File: src/rtl/readout_seq.sv
module readout_seq #(
  parameter int COLS       = 640,
  parameter int ROWS       = 480,
  parameter int HBLANK     = 16,
  parameter int MAX_VBLANK = 45,
  parameter int DATA_W     = 10,
  localparam int LINE      = COLS + HBLANK,
  localparam int COL_W     = $clog2(LINE),
  localparam int MAX_T     = ROWS + MAX_VBLANK,
  localparam int ROW_W     = $clog2(MAX_T + 1),
  localparam int VB_W      = $clog2(MAX_VBLANK + 1)
) (
  input  logic              clk,
  input  logic              rst_n,
  input  logic [ROW_W-1:0]  exposure_rows,
  input  logic [VB_W-1:0]   vblank_rows,
  output logic              pix_en,
  output logic [DATA_W-1:0] pix_data,
  output logic              line_valid,
  output logic              frame_valid,
  output logic [1:0]        bayer_tag,
  output logic              row_reset_stb,
  output logic [ROW_W-1:0]  row_reset_addr,
  output logic              row_read_stb,
  output logic [ROW_W-1:0]  row_read_addr
);

  logic             run_q, phase_q;
  logic [COL_W-1:0] col_q;
  logic [ROW_W-1:0] row_q, exp_q;
  logic [VB_W-1:0]  vbl_q;

  logic [VB_W-1:0]  vbl_eff;
  logic [ROW_W-1:0] total_in, exp_eff, total_q, rst_ptr;
  logic [ROW_W:0]   lead_sum;
  logic             tick, line_end, frame_end, active, line_start;

  assign vbl_eff  = (vblank_rows == '0) ? VB_W'(1) :
                    (vblank_rows > VB_W'(MAX_VBLANK)) ? VB_W'(MAX_VBLANK) : vblank_rows;
  assign total_in = ROW_W'(ROWS) + ROW_W'(vbl_eff);
  assign exp_eff  = (exposure_rows == '0) ? ROW_W'(1) :
                    (exposure_rows > total_in) ? total_in : exposure_rows;

  assign total_q   = ROW_W'(ROWS) + ROW_W'(vbl_q);
  assign tick      = run_q & phase_q;
  assign line_end  = (col_q == COL_W'(LINE - 1));
  assign frame_end = line_end && (row_q == total_q - ROW_W'(1));

  always_ff @(posedge clk) begin
    if (!rst_n) begin
      run_q   <= 1'b0;
      phase_q <= 1'b0;
      col_q   <= '0;
      row_q   <= '0;
      exp_q   <= exp_eff;
      vbl_q   <= vbl_eff;
    end else begin
      run_q <= 1'b1;
      if (run_q) phase_q <= ~phase_q;
      if (tick) begin
        if (line_end) begin
          col_q <= '0;
          row_q <= frame_end ? '0 : row_q + ROW_W'(1);
        end else begin
          col_q <= col_q + COL_W'(1);
        end
        if (frame_end) begin
          exp_q <= exp_eff;
          vbl_q <= vbl_eff;
        end
      end
    end
  end

  assign lead_sum = {1'b0, row_q} + {1'b0, exp_q};
  assign rst_ptr  = (lead_sum >= {1'b0, total_q}) ? ROW_W'(lead_sum - {1'b0, total_q})
                                                   : ROW_W'(lead_sum);

  assign active     = run_q && (row_q < ROW_W'(ROWS));
  assign line_start = run_q && !phase_q && (col_q == '0);

  assign pix_en         = tick;
  assign frame_valid    = active;
  assign line_valid     = active && (col_q < COL_W'(COLS));
  assign pix_data       = line_valid ? (DATA_W'(col_q) + DATA_W'(row_q)) : '0;
  assign bayer_tag      = {row_q[0], col_q[0]};
  assign row_read_addr  = row_q;
  assign row_read_stb   = line_start && (row_q < ROW_W'(ROWS));
  assign row_reset_addr = rst_ptr;
  assign row_reset_stb  = line_start && (rst_ptr < ROW_W'(ROWS));

  p_pix_alternate_r1: assert property (@(posedge clk) disable iff (!rst_n)
    (run_q && $past(run_q)) |-> (pix_en != $past(pix_en)));

  p_pix_hold_r1: assert property (@(posedge clk) disable iff (!rst_n)
    pix_en |-> ($stable(pix_data) && $stable(line_valid) && $stable(bayer_tag)));

  p_lv_inside_fv_r3: assert property (@(posedge clk) disable iff (!rst_n)
    line_valid |-> frame_valid);

  p_read_single_r6: assert property (@(posedge clk) disable iff (!rst_n)
    row_read_stb |=> !row_read_stb);

  p_reset_single_r7: assert property (@(posedge clk) disable iff (!rst_n)
    row_reset_stb |=> !row_reset_stb);

  p_bayer_even_row_r5: assert property (@(posedge clk) disable iff (!rst_n)
    (line_valid && !row_read_addr[0]) |-> !bayer_tag[1]);

  p_setting_at_frame_r9: assert property (@(posedge clk) disable iff (!rst_n)
    (!$stable(exp_q) || !$stable(vbl_q)) |-> (row_q == '0 && col_q == '0));

endmodule

File: config.mk
export PLATFORM = sky130hd
export DESIGN_NAME = readout_seq
export DESIGN_NICKNAME = d
export VERILOG_FILES = /design/src/rtl/readout_seq.sv
export SDC_FILE = /design/constraint.sdc
export NUM_CORES = 1
export LEC_CHECK = 0
export BUFFER_PORTS_ARGS = -buffer_cell sky130_fd_sc_hd__buf_2
export CAP_MARGIN = 20
export CORE_MARGIN = 5
export CORE_UTILIZATION = 35
export CTS_CLUSTER_SIZE = 28
export DETAILED_ROUTE_END_ITERATION = 16
export HOLD_SLACK_MARGIN = 0.03
export PLACE_DENSITY = 0.59
export SYNTH_ARGS = -nofsm -noshare
export SYNTH_HDL_FRONTEND = slang
export SYNTH_SLANG_ARGS = --single-unit
File: constraint.sdc
create_clock -name clk -period 4 [get_ports clk]
set_clock_uncertainty 0.05 [all_clocks]
set_input_delay 0.6 -clock clk [delete_from_list [all_inputs] [get_ports clk]]
set_output_delay 0.6 -clock clk [all_outputs]
set_load 0.02 [all_outputs]
==> results of run 1 <==
## cells in the final DEF (no fill, tap or decap), types with 3 or more instances in the layout
cell type,instances
nor3_1,10
o31a_1,3
a21o_1,6
or4_1,5
and2_1,5
edfxtp_1,16
buf_6,9
nand3_1,12
a21oi_1,27
xor2_1,18
nor4_1,3
o21bai_1,3
nand4_1,6
a21oi_4,3
mux2i_1,6
xnor2_1,25
ha_1,41
o31ai_1,4
nand2b_1,6
dfxtp_1,18
inv_1,31
o21ai_0,8
buf_4,64
o21a_1,4
a21oi_2,4
buf_2,45
clkbuf_8,5
and3_1,7
nand2_1,34
nor2_4,4
a21boi_0,4
nor2_1,40
## power breakdown
part	internal, W	leakage, nW	total, W	switching, W
clock network	0.000247	0.0658	0.000381	0.000134
registers	0.000423	0.337	0.000438	0.0000153
logic	0.000262	1.86	0.000524	0.000263
total	0.000931	2.26	0.00134	0.000412
## layout make-up
class                   instances  area [sq um]
clock inverters                 3          63.8
clock buffers                   5          68.8
multi-input cells             341          2650
well taps                     133           166
flip-flops and latches         38           931
fillers                       925          4930
inverters                      32           120
repair buffers                120           847
## worst max-delay path by stage
stage,from,endpoint,slack (ns),depth (start not counted)
after global routing,exp_q[0],row_reset_stb,-0.86,17
after detailed placement,exp_q[0],row_reset_stb,-0.62,17
after CTS,exp_q[0],row_reset_stb,-0.72,17
after global placement,exp_q[0],row_reset_stb,-0.47,17
final,exp_q[0],row_reset_stb,-0.68,17
after floorplan,row_read_addr[2],row_reset_stb,-0.45,15
## state kept, by name (all words and copies together), names as in the netlist
| name | flops |
|---|---|
| run_q | 1 |
| row_read_addr | 10 |
| phase_q | 1 |
| exp_q | 10 |
| col_q | 10 |
| vbl_q | 6 |
## per-layer routing
layer | vias up | share of wire [%] | GRT usage (%)
met5 | - | 0 | 0
met4 | 0 | 1.2 | 4.01
met3 | 8 | 4.4 | 2.10
met2 | 67 | 49 | 28.7
met1 | 1550 | 46 | 21.0
li1 | 1736 | - | -
## per-stage QoR
| stage | setup TNS, ns | worst slack (ns) |
|---|---|---|
| after floorplan | -0.752 | -0.447 |
| after global placement | -1.09 | -0.469 |
| after detailed placement | -3.00 | -0.620 |
| after CTS | -4.18 | -0.725 |
| after global routing | -5.91 | -0.856 |
| final | -3.97 | -0.684 |
## logic make-up after synthesis
group	after synthesis	synth area share (%)
AND/OR/NAND/NOR	149	20.6
multiplexers	9	2.89
adder cells (fa/ha/maj)	46	17.1
AO/OA/AOI/OAI	93	17.7
buffers and inverters	39	4.46
flip-flops	38	26.3
XOR/XNOR	44	11.0
## timing repair
item                       in CTS  in global routing
pin swaps                       5                  5
setup endpoints to repair      11                 11
resized for setup              40                 15
buffers inserted                4                  5
## synth_stat cells (all sizes together) (5+ instances only)
| master | number |
|---|---|
| nand2b | 6 |
| nand3 | 12 |
| ha | 43 |
| xnor2 | 26 |
| a21o | 6 |
| o31ai | 6 |
| a21boi | 5 |
| edfxtp | 16 |
| mux2i | 6 |
| xor2 | 18 |
| a21oi | 34 |
| and2 | 6 |
| nand2 | 35 |
| nor2 | 44 |
| or4 | 5 |
| nor3 | 11 |
| nand4 | 6 |
| dfxtp | 22 |
| o21ai | 12 |
| and3 | 7 |
| inv | 32 |
## critical path: cells and delay by family (launching register included)
family / cells / cell delay [ns]
mux: 1 / 0.32
simple gates: 4 / 0.71
compound gates: 6 / 1.31
xor+xnor: 1 / 0.15
flops: 1 / 0.42
buf+inv: 2 / 0.21
fa+ha+maj: 3 / 0.63
==> results.cfg, run 1 <==
[run_status]
status = finished, violations left
violations = setup timing

[layout]
nNetsFinal = 602
antenna_cells = 0
final_area_sq_mm = 0.00485
syn_to_final_growth_pct = 38.3
fin_util_pct = 49.6
layout.cells.non_filler = 672
drive_gt1_share_pct = 31.2

[placement]
placed_area_sq_mm = 0.00441
dp_hpwl_microns = 7600
place_inst = 655
place_congestion = 0.898
numPortBuffers = 54

[timing]
min_period_over_period_pct = 117
period_minus_slack_ns = 4.68
rsz0062_at_grt = yes
tightest_slew_ns = 0.695
fin_ws_ns = -0.684
fmax_mhz = 214
slew_viol_final = 0
hold_ws_ns = 0.472
setup_violations = 11
slew_headroom_pct = 52.5
final-hold-violation-count = 0

[global_routing]
grt_use_total_pct = 16.3
grt_pass1_vias = 3367
antenna_found_initial = 0
grt_max_degree = 17
grt_pass1_wl_microns = 15700
grt-ovfl-total = 0

[yosys]
synth_edf_count = 16
yosysUniqueCellTypes = 56
syn-cell-area_sq_mm = 0.00350
yosysWarnings = 0
synth_area_per_cell_sq_um = 8.38
ys_seq_area_share_pct = 26.3
synth-seq-cells = 38
synth.net_count = 482
async_flop_share_pct = 0
synth_cells = 418
synth-main-ff-cell = dfxtp_1
synth_top_area_share_pct = 15.4
synth_area_leaders = ha_1 (15%), edfxtp_1 (14%), dfxtp_1 (13%)
yosysTopAreaCell = ha_1

[detailed_routing]
vias_per_cell = 5.00
post_drt_wl_per_cell_microns = 13.7
first_iter_violations = 181
vias = 3361
remaining_drc_errors = 0
dr.pass1.iters = 4
wirelength_microns = 9210
ant_nets = 0

[power]
power.total_w = 0.00134
p_per_area_mw_per_mm2 = 277
irDropWorstVdd_uv = 115
p_leak_nw = 2.26

[clock_tree]
htreeDepth = 2
clk_path_buf_depth = 2
cts_buffers = 5
root_buffer = clkbuf_8
clock_latency_ns = 0.29
clk_pin_slew_ns = 0.08
cts_hold_buf = 0
cts_tree = built
numClockSinks = 38

[min_path]
hold_end = run_q
hold_path_depth = 1
hold_path_class = in -> reg
min-delay-start = rst_n

[floorplanning]
die_w_microns = 110
die_area_sq_mm = 0.0121
die_y_microns = 110
start_util_pct = 35.8
io_pins = 55
rows = 36
fp.coreArea_sq_mm = 0.00977

[worst_setup_path]
r2r_cells = 9
crit_type = reg -> out
r2r-start = vbl_q[1]
crit_chain = ha_4, inv_2, fa_2, nor2b_2, o31ai_4, nand2b_1, a21oi_2, xnor2_2, ha_4, a21oi_4, o22ai_2, o41a_1, or3_4, mux2_4, and2_4, a311oi_4, buf_6
startpoint_type = flip-flop
max_stage_delay_ns = 0.42
end_kind = output pin
cp.arrival_ns = 4.03
path_max_fanout = 4
worst_path_most_repeated_cell = ha_4
r2r_end = vbl_q[4]
cp_slowest_cell = edfxtp_1
worstPathRequired_ns = 3.35
regToRegSetupSlack_ns = 1.07

[run]
drv_cap = 0
Note: power is estimated with default switching activity, not from simulation.
==> inputs of run 2 (changes only) <==
--- a/constraint.sdc
+++ b/constraint.sdc
@@ -4,2 +4,2 @@
 set_output_delay 0.6 -clock clk [all_outputs]
-set_load 0.02 [all_outputs]
+set_load 0.1 [all_outputs]
==> run 2 against run 1 <==
- the flow still finishes with violations (setup timing)
- design area grew 5.0%
- routed wire length is 2.8% higher
- via count rose by 2.6%
- setup slack worse by 0.073 ns
- global-route usage increased by 0.23 points
- count of clock-buffer cells in the layout unchanged
- power grew 21%
- die area stayed put
- sequential share of layout area is 0.67 points lower
- worst hold slack worse by 0.010 ns
- critical path depth shrank 2
- critical path type unchanged
- critical endpoint unchanged
==> results.cfg, run 2 (synthesis gave the netlist of run 1 again) <==
[timing]
final-hold-violation-count = 0
fmax_mhz = 210
setup_tns_ns = -4.94
slew_headroom_pct = 61.9
slew_viol_final = 0
setup_violations = 11
tightest_slew_ns = 0.568
period_minus_slack_ns = 4.76
fin_ws_ns = -0.757
min_period_over_period_pct = 119
rsz0062_at_grt = yes

[detailed_routing]
wirelength_microns = 9470
dr.pass1.iters = 4
vias_per_cell = 5.04
vias = 3447
first_iter_violations = 102
post_drt_wl_per_cell_microns = 13.8
ant_nets = 0
remaining_drc_errors = 0

[floorplanning]
io_pins = 55
start_util_pct = 35.8
die_area_sq_mm = 0.0121
fp.coreArea_sq_mm = 0.00977
die_w_microns = 110
die_y_microns = 110
rows = 36

[clock_tree]
clk_pin_slew_ns = 0.08
numClockSinks = 38
cts_buffers = 5
htreeDepth = 2
root_buffer = clkbuf_8
clock_latency_ns = 0.29
cts_tree = built
clk_path_buf_depth = 2
cts_hold_buf = 0

[global_routing]
grtUsageMet3_pct = 2.21
grt_pass1_vias = 3354
grt_use_total_pct = 16.5
grt_pass1_wl_microns = 16000
grt_max_degree = 16
grt-ovfl-total = 0
antenna_found_initial = 0
use_met1_pct = 21.8
busiest_layer = met2
met2_usage_pct = 28.6

[power]
irDropWorstVdd_uv = 180
p_leak_nw = 2.35
p_per_area_mw_per_mm2 = 320
power.total_w = 0.00163

[worst_setup_path]
startpoint_type = flip-flop
end_kind = output pin
crit_chain = ha_4, inv_2, fa_2, nor2b_2, o21ai_0, a21boi_1, ha_1, o211ai_2, o22ai_1, o41a_1, or3_4, mux2_4, and2_4, a311oi_4, buf_12
max_stage_delay_ns = 0.40
path_max_fanout = 4
regToRegSetupSlack_ns = 0.98
crit_type = reg -> out
worstPathRequired_ns = 3.35
cp_slowest_cell = o41a_1
cp.arrival_ns = 4.11

[placement]
numPortBuffers = 54
place_congestion = 0.852
place_inst = 668
dp_hpwl_microns = 7710
pre_cts_ws_ns = -0.720
placed_area_sq_mm = 0.00476

[run_status]
violations = setup timing
status = finished, violations left

[run]
drv_cap = 0

[layout]
nNetsFinal = 614
drive_gt1_share_pct = 34.8
final_area_sq_mm = 0.00509
antenna_cells = 0
layout_commonest_cell = buf_4
layout_common_cells = buf_4 (75), buf_2 (43), ha_1 (41), nand2_1 (34), nor2_1 (33)
syn_to_final_growth_pct = 45.2
layout.cells.non_filler = 684

[min_path]
hold_path_class = in -> reg
## run 2: cell count changes in the layout (fill, tap and decap cells not counted), moves of 2 or more
cell	change
nor2_2	+5
buf_12	+11
buf_6	-8
nor2_4	+2
buf_2	-2
nor2_1	-7
buf_4	+11
dfxtp_1	-4
dfxtp_4	+3
## run 2: area by class of cell
| cell class | instances | area, sq um |
|---|---|---|
| Clock buffer | 5 | 68.8 |
| Clock inverter | 3 | 63.8 |
| Fill cell | 914 | 4690 |
| Inverter | 32 | 124 |
| Multi-Input combinational cell | 341 | 2670 |
| Sequential cell | 38 | 943 |
| Tap cell | 133 | 166 |
| Timing Repair Buffer | 132 | 1050 |
## run 2: final timing paths
| check | from | endpoint | depth (start not counted) |
|---|---|---|---|
| setup / recovery | exp_q[0] | row_reset_stb | 15 |
| hold / removal | rst_n | run_q | 1 |
| setup reg to reg | vbl_q[0] | exp_q[4] | 7 |
| hold reg to reg | col_q[1] | col_q[1] | 2 |
## run 2: where the power goes
| group | total, W | leakage (nW) | internal, W | switching (W) |
|---|---|---|---|---|
| clock network | 0.000383 | 0.0658 | 0.000247 | 0.000136 |
| registers | 0.000436 | 0.340 | 0.000421 | 0.0000153 |
| logic | 0.000811 | 1.95 | 0.000339 | 0.000472 |
| total | 0.00163 | 2.35 | 0.00101 | 0.000623 |
## run 2: repair_timing
item	4_1_cts	5_1_grt
setup endpoints to repair	11	13
hold endpoints to repair	0	0
gates resized for setup	24	7
pin swaps	4	5
buffers inserted	6	2
## run 2: metal layers
layer | share of wire (%) | vias up
met1 | 46 | 1603
met4 | 1.2 | 0
li1 | - | 1764
met5 | 0 | -
met2 | 49 | 74
met3 | 3.8 | 6
## run 2: through the flow
stage,hold slack (ns),util (%)
2_1_floorplan,0.459,-
3_3_place_gp,0.502,48.7
3_5_place_dp,0.512,48.7
4_1_cts,0.458,51.6
5_1_grt,0.465,52.1
6_report,0.462,52.1
## run 2: worst max-delay path, delay by kind of cell (launching register included)
| family | cells | cell delay [ns] |
|---|---|---|
| compound gates | 6 | 1.36 |
| fa+ha+maj | 3 | 0.78 |
| buf+inv | 2 | 0.24 |
| flops | 1 | 0.38 |
| mux | 1 | 0.32 |
| simple gates | 3 | 0.74 |
==> inputs of run 3 (changes only) <==
Settings changed: BUFFER_PORTS_ARGS -buffer_cell sky130_fd_sc_hd__buf_2 to default, DONT_BUFFER_PORTS from default to 1, PLACE_DENSITY 0.59 to 0.52.
Clock period 4 ns to 4.6 ns, I/O delays scaled along.
==> run 3 against run 2 <==
- the run still ends with setup timing left
- routed wire length shrank 2.1%
- final cell count fell by 8.0%
- setup slack improved by 0.35 ns
- sequential share of layout area increased by 1.1 points
- power down 15%
- die area unchanged
- highest routed layer unchanged
==> results.cfg, run 3 (synthesis gave the netlist of run 1 again) <==
[floorplanning]
start_util_pct = 35.8
rows = 36
fp.coreArea_sq_mm = 0.00977
die_w_microns = 110
die_area_sq_mm = 0.0121
io_pins = 55
die_y_microns = 110

[layout]
nNetsFinal = 559
fin_util_pct = 49.0
antenna_cells = 0
layout_common_cells = buf_4 (60), ha_1 (42), nand2_1 (33), nor2_1 (33), inv_1 (31)
final_area_sq_mm = 0.00479
drive_gt1_share_pct = 27.6
syn_to_final_growth_pct = 36.7
layout_commonest_cell = buf_4

[timing]
setup_violations = 9
slew_viol_final = 0
rsz0062_at_grt = yes
tightest_slew_ns = 0.891
final-hold-violation-count = 0
period_minus_slack_ns = 5.01
fin_ws_ns = -0.409
slew_headroom_pct = 40.6
fmax_mhz = 200
min_period_over_period_pct = 109

[power]
p_sw_share_pct = 38.4
power.total_w = 0.00138
p_int_w = 0.000851
p_leak_nw = 2.11
switching_power_w = 0.000530
p_per_area_mw_per_mm2 = 288
pwr-share-seq_pct = 27.5
clock_power_share_pct = 24.1
p_comb_share_pct = 48.4
irDropWorstVdd_uv = 183

[worst_setup_path]
worstPathRequired_ns = 3.86
end_kind = output pin
startpoint_type = flip-flop
crit_type = reg -> out
r2r-start = row_read_addr[2]
path_max_fanout = 5
r2r_cells = 9
r2r_end = row_read_addr[5]
cp.arrival_ns = 4.27
regToRegSetupSlack_ns = 1.43

[clock_tree]
clk_path_buf_depth = 2
clock_latency_ns = 0.29
cts_buffers = 5
htreeDepth = 2
cts_tree = built
root_buffer = clkbuf_8
clk_pin_slew_ns = 0.08
numClockSinks = 38

[placement]
placed_area_sq_mm = 0.00437
pre_cts_ws_ns = -0.199
dp_hpwl_microns = 7640
numPortBuffers = 0
place_congestion = 0.888

[detailed_routing]
ant_nets = 0
post_drt_wl_per_cell_microns = 14.7
vias_per_cell = 5.12
dr.pass1.iters = 4
wirelength_microns = 9270
remaining_drc_errors = 0
first_iter_violations = 132
vias = 3223

[run_status]
status = finished, violations left
violations = setup timing

[global_routing]
grt_use_total_pct = 16.1
grt_max_degree = 19
grt-ovfl-total = 0
antenna_found_initial = 0
grt_pass1_vias = 3291
grt_pass1_wl_microns = 15600

[min_path]
min-delay-start = rst_n
hold_path_depth = 0
hold_end = run_q
hold_path_class = in -> reg

[run]
drv_cap = 0
==> run 3: changes by cell type in the layout (fill, tap and decap cells not counted), sizes merged <==
cell	change
buf	-55
clkinvlp	-1
inv	+1
==> run 3: how the worst max path moves through the flow <==
stage	from	end	slack [ns]	depth (start not counted)
finish	exp_q[0]	row_reset_stb	-0.41	17
CTS	exp_q[0]	row_reset_stb	-0.42	17
detailed placement	exp_q[0]	row_reset_stb	-0.20	17
floorplan	row_read_addr[0]	row_reset_stb	-1.33	17
global placement	exp_q[0]	row_reset_stb	-0.09	17
global route	exp_q[0]	row_reset_stb	-0.56	17
==> run 3: power by group through the flow <==
stage                     clock network [W]  registers, W  logic [W]
after CTS                          0.000341      0.000379   0.000638
after detailed placement                  0      0.000387   0.000587
after global routing               0.000351      0.000381   0.000708
after global placement                    0      0.000387   0.000582
after floorplan                           0      0.000381   0.000424
final                              0.000332      0.000379   0.000669
==> run 3: critical path, cell delays in order (launching register included) <==
cell and delay [ns]:
edfxtp_1 0.38, ha_4 0.15, inv_2 0.03, fa_2 0.34
nor2b_2 0.19, o31ai_4 0.08, nand2b_1 0.10, a21oi_2 0.07
xnor2_2 0.14, ha_1 0.36, a21oi_2 0.19, o22ai_2 0.10
o41a_1 0.41, or3_4 0.45, mux2_4 0.32, and2_4 0.16
a311oi_4 0.28, buf_12 0.21
==> run 3: final cells by class <==
cell class,instances,area [sq um]
Sequential cell,38,941
Inverter,32,120
Multi-Input combinational cell,341,2660
Clock inverter,3,63.8
Tap cell,133,166
Timing Repair Buffer,77,767
Clock buffer,5,68.8
Fill cell,952,4980
==> run 3: what timing repair did <==
item                       4_1_cts  5_1_grt
setup endpoints to repair       11       11
pin swaps                        9        9
buffers inserted                 7        8
resized for setup               26       13
hold buffers                     0        0
==> run 3: metrics by stage <==
| stage | TNS, ns | hold WS, ns | std cells |
|---|---|---|---|
| 4_1_cts | -1.19 | 0.362 | 621 |
| 3_3_place_gp | -0.0869 | 0.501 | 606 |
| 5_1_grt | -2.82 | 0.361 | 629 |
| 2_1_floorplan | -2.28 | 0.459 | 418 |
| 6_report | -1.25 | 0.377 | 629 |
| 3_5_place_dp | -0.226 | 0.512 | 606 |
==> run 3: routing by layer <==
| layer | share of wire, % | vias up | wire [microns] | track usage [%] |
|---|---|---|---|---|
| met5 | 0 | - | 0 | 0 |
| met4 | 1.2 | 0 | 114 | 4.10 |
| met3 | 6.5 | 8 | 599 | 3.79 |
| met2 | 47 | 73 | 4330 | 27.1 |
| met1 | 46 | 1489 | 4220 | 20.8 |
| li1 | - | 1653 | - | - |
